### src/rtl/sram_cycle_ctrl.sv
module sram_cycle_ctrl #(
  parameter int AW    = 24,
  parameter int DW    = 8,
  parameter int NREG  = 8,
  parameter int RBITS = 20,
  parameter int WBITS = 4
) (
  input  logic                    clk,
  input  logic                    rst_n,
  input  logic                    req,
  input  logic                    req_wr,
  input  logic [AW-1:0]           req_addr,
  input  logic [DW-1:0]           req_wdata,
  output logic                    ack,
  output logic                    ack_err,
  output logic [DW-1:0]           ack_rdata,
  input  logic                    cfg_we,
  input  logic [$clog2(NREG)-1:0] cfg_sel,
  input  logic [WBITS-1:0]        cfg_wait,
  input  logic                    cfg_rd_en,
  input  logic                    cfg_wr_en,
  output logic [RBITS-1:0]        mem_addr,
  output logic [NREG-1:0]         mem_cs_n,
  output logic                    mem_oe_n,
  output logic                    mem_we_n,
  output logic [DW-1:0]           mem_dout,
  output logic                    mem_dout_en,
  input  logic [DW-1:0]           mem_din
);
  localparam int RSEL = $clog2(NREG);
  localparam int UB   = AW - RBITS - RSEL;

  typedef enum logic [1:0] {S_IDLE, S_RUN, S_HOLD} st_t;

  st_t              st;
  logic [2:0]       ph;
  logic             hf;
  logic [WBITS-1:0] wrem;
  logic             wr_q;
  logic [RSEL-1:0]  rg;
  logic [RBITS-1:0] addr_q;
  logic [DW-1:0]    wd_q;

  logic [WBITS-1:0] wait_q [NREG];
  logic [NREG-1:0]  rd_ok_q, wr_ok_q;

  wire [RSEL-1:0] req_rg  = req_addr[RBITS +: RSEL];
  wire            req_hit = (req_addr[AW-1 -: UB] == '0);
  wire            req_ok  = req_hit && (req_wr ? wr_ok_q[req_rg] : rd_ok_q[req_rg]);
  wire            start   = (st == S_IDLE) && req && !ack;
  wire            strobe  = (st == S_RUN) &&
                            ((ph == 3'd2 && hf) || (ph >= 3'd3 && ph <= 3'd6) || (ph == 3'd7 && !hf));
  wire            ce      = (st == S_RUN) && (ph >= 3'd3 || (ph == 3'd2 && hf));
  wire            last    = (st == S_RUN) && ph == 3'd7 && hf;

  always_ff @(posedge clk) begin
    if (!rst_n) begin
      for (int i = 0; i < NREG; i++) wait_q[i] <= '1;
      rd_ok_q   <= '1;
      wr_ok_q   <= '1;
      st        <= S_IDLE;
      ph        <= '0;
      hf        <= 1'b0;
      wrem      <= '0;
      wr_q      <= 1'b0;
      rg        <= '0;
      addr_q    <= '0;
      wd_q      <= '0;
      ack       <= 1'b0;
      ack_err   <= 1'b0;
      ack_rdata <= '0;
    end else begin
      ack     <= 1'b0;
      ack_err <= 1'b0;
      if (cfg_we) begin
        wait_q[cfg_sel]  <= cfg_wait;
        rd_ok_q[cfg_sel] <= cfg_rd_en;
        wr_ok_q[cfg_sel] <= cfg_wr_en;
      end
      case (st)
        S_IDLE: if (start) begin
          if (req_ok) begin
            st     <= S_RUN;
            ph     <= '0;
            hf     <= 1'b0;
            wrem   <= wait_q[req_rg];
            wr_q   <= req_wr;
            rg     <= req_rg;
            addr_q <= req_addr[RBITS-1:0];
            wd_q   <= req_wdata;
          end else begin
            ack     <= 1'b1;
            ack_err <= 1'b1;
          end
        end
        S_RUN: begin
          hf <= ~hf;
          if (!wr_q && ph == 3'd7 && !hf) ack_rdata <= mem_din;
          if (hf) begin
            if (ph == 3'd5 && wrem != '0) begin
              ph   <= 3'd4;
              wrem <= wrem - 1'b1;
            end else if (ph == 3'd7) begin
              st  <= wr_q ? S_HOLD : S_IDLE;
              ack <= !wr_q;
            end else begin
              ph <= ph + 3'd1;
            end
          end
        end
        S_HOLD: begin
          st  <= S_IDLE;
          ack <= 1'b1;
        end
        default: st <= S_IDLE;
      endcase
    end
  end

  assign mem_addr    = addr_q;
  assign mem_cs_n    = ce ? ~(NREG'(1) << rg) : '1;
  assign mem_oe_n    = ~(strobe && !wr_q);
  assign mem_we_n    = ~(strobe && wr_q);
  assign mem_dout    = wd_q;
  assign mem_dout_en = wr_q && ((st == S_RUN && (strobe || last)) || st == S_HOLD);

  assert_oe_we_excl_R8: assert property (@(posedge clk) disable iff (!rst_n)
    !(!mem_oe_n && !mem_we_n));
  assert_cs_onehot_R8: assert property (@(posedge clk) disable iff (!rst_n)
    $onehot0(~mem_cs_n));
  assert_strobe_has_cs_R6: assert property (@(posedge clk) disable iff (!rst_n)
    (!mem_oe_n || !mem_we_n) |-> !(&mem_cs_n));
  assert_err_no_strobe_R7: assert property (@(posedge clk) disable iff (!rst_n)
    (ack && ack_err) |-> (mem_oe_n && mem_we_n && (&mem_cs_n)));
  assert_ack_pulse_R9: assert property (@(posedge clk) disable iff (!rst_n)
    ack |=> !ack);
  assert_write_hold_R9: assert property (@(posedge clk) disable iff (!rst_n)
    $rose(mem_we_n) |-> mem_dout_en);
  assert_addr_stable_R10: assert property (@(posedge clk) disable iff (!rst_n)
    (!mem_oe_n && $past(!mem_oe_n)) |-> $stable(mem_addr));
endmodule

### config.mk
export PLATFORM = sky130hd
export DESIGN_NAME = sram_cycle_ctrl
export DESIGN_NICKNAME = d
export VERILOG_FILES = /design/src/rtl/sram_cycle_ctrl.sv
export SDC_FILE = /design/constraint.sdc
export NUM_CORES = 1
export LEC_CHECK = 0
export CORE_MARGIN = 3
export CORE_UTILIZATION = 45
export DETAILED_ROUTE_END_ITERATION = 6
export DONT_BUFFER_PORTS = 1
export PLACE_DENSITY = 0.64
export SKIP_CTS_REPAIR_TIMING = 1
export SLEW_MARGIN = 15
export SYNTH_ARGS = -nofsm -noshare
export SYNTH_HDL_FRONTEND = slang
export SYNTH_SLANG_ARGS = --single-unit
### constraint.sdc
create_clock -name clk -period 3.66 [get_ports clk]
set_input_delay 0.366 -clock clk [delete_from_list [all_inputs] [get_ports clk]]
set_output_delay 0.366 -clock clk [all_outputs]
set_load 0.01 [all_outputs]
### Yosys cells after proc, flatten, opt, wreduce, memory -nomap -nowiden

Memory sizes are Yosys's and may differ from the RTL's.
Cells that the tools add are included.

| word-level totals | value |
|---|---|
| bits in read-only memories | 0 |
| memories | 1 |
| bits in writable memories | 32 |
| bits of input ports | 54 |
| output and inout port bits | 49 |
| logic and storage cells | 120 |
| latch bits | 0 |
| bits in registers | 68 |

Memory list:

| memory | words | bits a word | rd ports | clocked after Yosys merged registers in | wr ports | line | text |
|---|---|---|---|---|---|---|---|
| wait_q | 8 | 4 | 1 | 0 | 8 | 44 | `logic [WBITS-1:0] wait_q [NREG];` |

| cells by class | value |
|---|---|
| $add $sub $neg | 2 |
| magnitude comparators | 5 |
| eq/ne operators | 12 |
| multiplexer cells | 44 |
| div/mod/pow operators | 0 |
| shifts and indexed selects | 1 |
| reductions and logical operators | 37 |
| multipliers | 0 |
| bitwise gates (word level) | 5 |

Operators with widths:

| kind | number |
|---|---|
| $mux 4 | 5 |
| $logic_and 1x1->1 | 18 |
| $mux 3 | 6 |
| $bwmux 8 | 2 |
| $mux 1 | 16 |
| $reduce_and 5->1 | 3 |
| $mux 2 | 6 |
| $lt 3x4->1 const B | 2 |
| $mux 8 | 1 |
| $ne 2x2->1 const B | 4 |
| $not 8->8 | 1 |
| $pmux 4 s2 | 1 |
| $shl 1x3->8 const A | 1 |
| $bmux 1 s3 | 2 |
| $eq 3x3->1 const B | 2 |
| $pmux 3 s2 | 1 |
| $reduce_and 3->1 | 2 |
| $logic_or 1x1->1 | 5 |
| $ne 2x1->1 const B | 2 |
| $not 1->1 | 4 |
| $pmux 2 s2 | 1 |
| $reduce_and 2->1 | 2 |
| $reduce_bool 4->1 | 1 |
| $reduce_or 4->1 | 1 |
| 15 further kinds | 17 |

### Longest topological paths before layout

| logic depth | value |
|---|---|
| depth in word-level cells | 9 |
| gate-level depth with buffers | 8 |

### Worst setup path after synthesis

OpenSTA, ideal clock, no wires.

| timing path | value |
|---|---|
| kind | register to output |
| start point | reg ph[0] |
| end point | out mem_dout_en |
| stages on the path, launching flop included | 8 |
| required time | 3.294 ns |
| data arrival time | 1.435 ns |
| slack | 1.859 ns |
| cell sequence | dfxtp_1 ha_1 ha_1 a211oi_1 o21ai_0 a21oi_1 o21ai_0 and2_1 |

| on the way | value |
|---|---|
| word-level cells in the longest chain between the ends | 9 |
| elaborated cells on any way between the ends | 16 |
| classes of those cells | order compare: 2; eq/ne: 2; reduce/logical: 12 |

RTL lines:

| item | line | text |
|---|---|---|
| from (decl) | 36 | `logic [2:0] ph;` |
| from (signal assigned) | 107 | `ph <= ph + 3'd1;` |
| $ge 3x2->1 (tied with other cells) | 52 | `((ph == 3'd2 && hf) \|\| (ph >= 3'd3 && ph <= 3'd6) \|\| (ph == 3'd7 && !hf));` |
| $logic_and 1x1->1 | 52 |  |
| $logic_or 1x1->1 (2 in series) | 52 |  |
| $logic_and 1x1->1 | 51 | `wire strobe = (st == S_RUN) &&` |
| $logic_or 1x1->1 (*) | 125 | `assign mem_dout_en = wr_q && ((st == S_RUN && (strobe \|\| last)) \|\| st == S_HOLD);` |
| $logic_and 1x1->1 (*) | 125 |  |
| $logic_or 1x1->1 (*) | 125 |  |
| $logic_and 1x1->1 (*) | 125 |  |
| to (decl) | 27 | `output logic mem_dout_en,` |

Every way passes the cells marked *; elsewhere a longest branch is shown, timed or not.

### Worst setup path after layout

Same ends and word-level chain as after synthesis.

==> impl_metrics.ini <==
[status]
status = finished, final reports clean

[yosys]
synth_area_per_cell_um2 = 10.2
synth_fp_nets = 511
netlist_area_mm2 = 0.00458
ys_ff_latch = 100
ys_seq_area_share_pct = 50.7
netlist-cell-type-count = 44
synthCells = 451
yosys_warnings = 0

[global_routing]
grt_start_max_net_pins = 50
antenna_found_initial = 0
grt_overflow_total = 0
first_global_vias = 3254
grt_usage_pct = 18.4
grt_pass1_wl_um = 16700

[pwr]
pwr_density_cell_mw_per_mm2 = 450
cellLeakagePower_uw = 0.00160
p_switching_uw = 533
share_seq_of_total_power_pct = 57.5
pwr-share-comb_pct = 8.2
intPower_uw = 1620
power_frac_clock_pct = 34.3
ir_drop_v = 0.000281
swShare_pct = 24.7

[clock_network]
clk_latency_ps = 370
clock-root-buffer = clkbuf_8
clk_pin_slew_ps = 90
cts_num_sinks = 100
numCtsBuffers = 9
cts_tree = yes
cts_buffer_depth = 2
htreeDepth = 3

[route]
dr.pass1.iters = 4
ant_nets = 0
wire_per_inst_um = 18.3
routed_wl_um = 10400
num_vias = 3341
drtIter0Drc = 210
avgViaCountPerCell = 5.85
drc = 0

[placement]
dpl-instance-area_mm2 = 0.00458
gp_congestion = 0.811
hpwl_um = 7400
port_buffers = 0

[worst_hold_path]
hp-class = input port to flop

[floorplan]
core-area_mm2 = 0.00982
initial_core_util_pct = 46.6
io_pins = 103
die_y_um = 107
row_count = 36
dieArea_mm2 = 0.0114
die_width_um = 107

[setup_path]
crit_required_ps = 3290
crit_path_start_kind = flop
rrSetupSlack_ps = 1630
crit_arrival_ps = 2050
cp-end-kind = output pin
path_max_fanout = 5
criticalPathCategory = flop to output pin

[timing]
relSlewSlack_pct = 32.7
max_freq_ghz = 0.414
period_minus_slack_ps = 2420
min_period_over_period_pct = 66.0
setup_viol = 0
tightest_slew_ps = 1000
drv_slew = 0
finalSetupTns_ps = 0
skew_ps = 19.4
hold_violations = 0
rsz0062_at_grt = false

[finish]
antenna_cells = 0
fillers = 935
area_delta_synth_final_pct = 4.70
final_nets = 493
fin_area_mm2 = 0.00480
drive_gt1_share_pct = 9.59

[flow_run]
cap_violations = 0
worst max-delay path: stages (launching register included):
cell and delay [ps]:
dfxtp_1 360, ha_1 240, ha_1 180, a211oi_1 210
o21ai_0 230, a21oi_1 180, o21ai_0 80, and2_1 210
metrics by stage:
| stage | total power, µW | cells | hold WS (ps) | setup WS [ps] | utilization [%] |
|---|---|---|---|---|---|
| after floorplan | 1420 | 451 | 448 | 1860 | - |
| after global placement | 1440 | 555 | 464 | 1700 | 46.6 |
| after detailed placement | 1440 | 555 | 471 | 1640 | 46.6 |
| after CTS | 2170 | 571 | 106 | 1230 | 48.8 |
| after global routing | 2240 | 571 | 99.0 | 1070 | 48.8 |
| final | 2160 | 571 | 121 | 1240 | 48.8 |
logic make-up after synthesis:
kind of cell               share of synthesized area (%)
and+or+nand+nor                                     18.1
AOI/OAI and AO/OA                                   15.3
DFF                                                 50.7
buffers and inverters                               4.86
muxes                                               9.10
adders and majority gates                           1.64
xor gates and xnor gates                           0.382
final cells by class:
type                    instances  area [µm²]  share of cell area (%)
multi-input cells             311        2040                    42.4
clock buffers                  13         191                    3.99
repair buffers                  4        30.0                   0.626
inverters                       7        26.3                   0.548
flip-flops and latches        100        2320                    48.4
clock inverters                 3        23.8                   0.496
well taps                     133         166                    3.47
power by group through the flow:
stage | combinational, µW | clock, µW | sequential (µW)
final | 177 | 741 | 1240
after detailed placement | 178 | 0 | 1270
after CTS | 179 | 756 | 1240
after global routing | 200 | 795 | 1250
after floorplan | 167 | 0 | 1250
after global placement | 173 | 0 | 1260
synthesized netlist by cell type (all sizes together):
cell type / n / area (µm²)
a211oi: 1 / 7.51
a21oi: 40 / 204
a221oi: 3 / 38.8
a22oi: 3 / 22.5
a311oi: 1 / 8.76
a31oi: 1 / 6.26
and2: 2 / 12.5
and3: 3 / 23.8
buf: 18 / 140
clkbuf: 15 / 56.3
clkinv: 1 / 3.75
dfxtp: 68 / 1360
edfxtp: 32 / 961
ha: 6 / 75.1
inv: 6 / 22.5
mux2: 2 / 22.5
mux2i: 21 / 210
mux4: 8 / 184
nand2: 26 / 97.6
nand2b: 7 / 43.8
nand3: 42 / 215
nand4: 6 / 37.5
nor2: 20 / 75.1
nor2b: 9 / 56.3
nor3: 1 / 5.00
nor3b: 2 / 15.0
nor4b: 3 / 26.3
o211ai: 3 / 22.5
o21ai: 45 / 225
o221ai: 1 / 8.76
o22a: 16 / 140
o31ai: 2 / 15.0
or2: 9 / 56.3
or3: 26 / 163
xor2: 2 / 17.5
layer usage:
metal / vias to the layer above / global-route usage [%] / share of wire (%) / routed length, µm
li1: 1620 / - / - / -
met1: 1626 / 24.1 / 43 / 4520
met2: 88 / 29.5 / 49 / 5120
met3: 7 / 5.90 / 6.6 / 685
met4: 0 / 4.75 / 1.1 / 110
met5: - / 0 / 0 / 0
worst paths after layout:
path,from,endpoint,cells past startpoint
setup / recovery,ph[0],mem_dout_en,7
hold / removal,cfg_rd_en,rd_ok_q[5],1
setup reg to reg,st[0],mem_addr[19],6
hold reg to reg,wrem[1],wrem[1],2
layout by cell type (no fill, tap or decap), drive strengths merged, types with 3 or more instances in the layout:
cell and instances:
or2 9, o21ai 45, o211ai 3, nand3 42, nand4 6, inv 7
a21oi 40, a22oi 3, mux2i 21, nor4b 3, dfxtp 68, ha 6
nand2 26, buf 4, mux4 8, a221oi 3, clkbuf 13, nand2b 7
and3 3, o22a 16, or3 26, nor2b 9, edfxtp 32, nor2 20
flip-flops by register name, summed over array words and instances (netlist names):
name,flops
ph,3
wr_q,1
wrem,4
st,2
hf,1
ack_rdata,8
rg,3
mem_addr,20
wr_ok_q,8
ack_err,1
mem_dout,8
rd_ok_q,8
wait_q,32
ack,1
No activity file was read; power rests on OpenSTA's default activity.
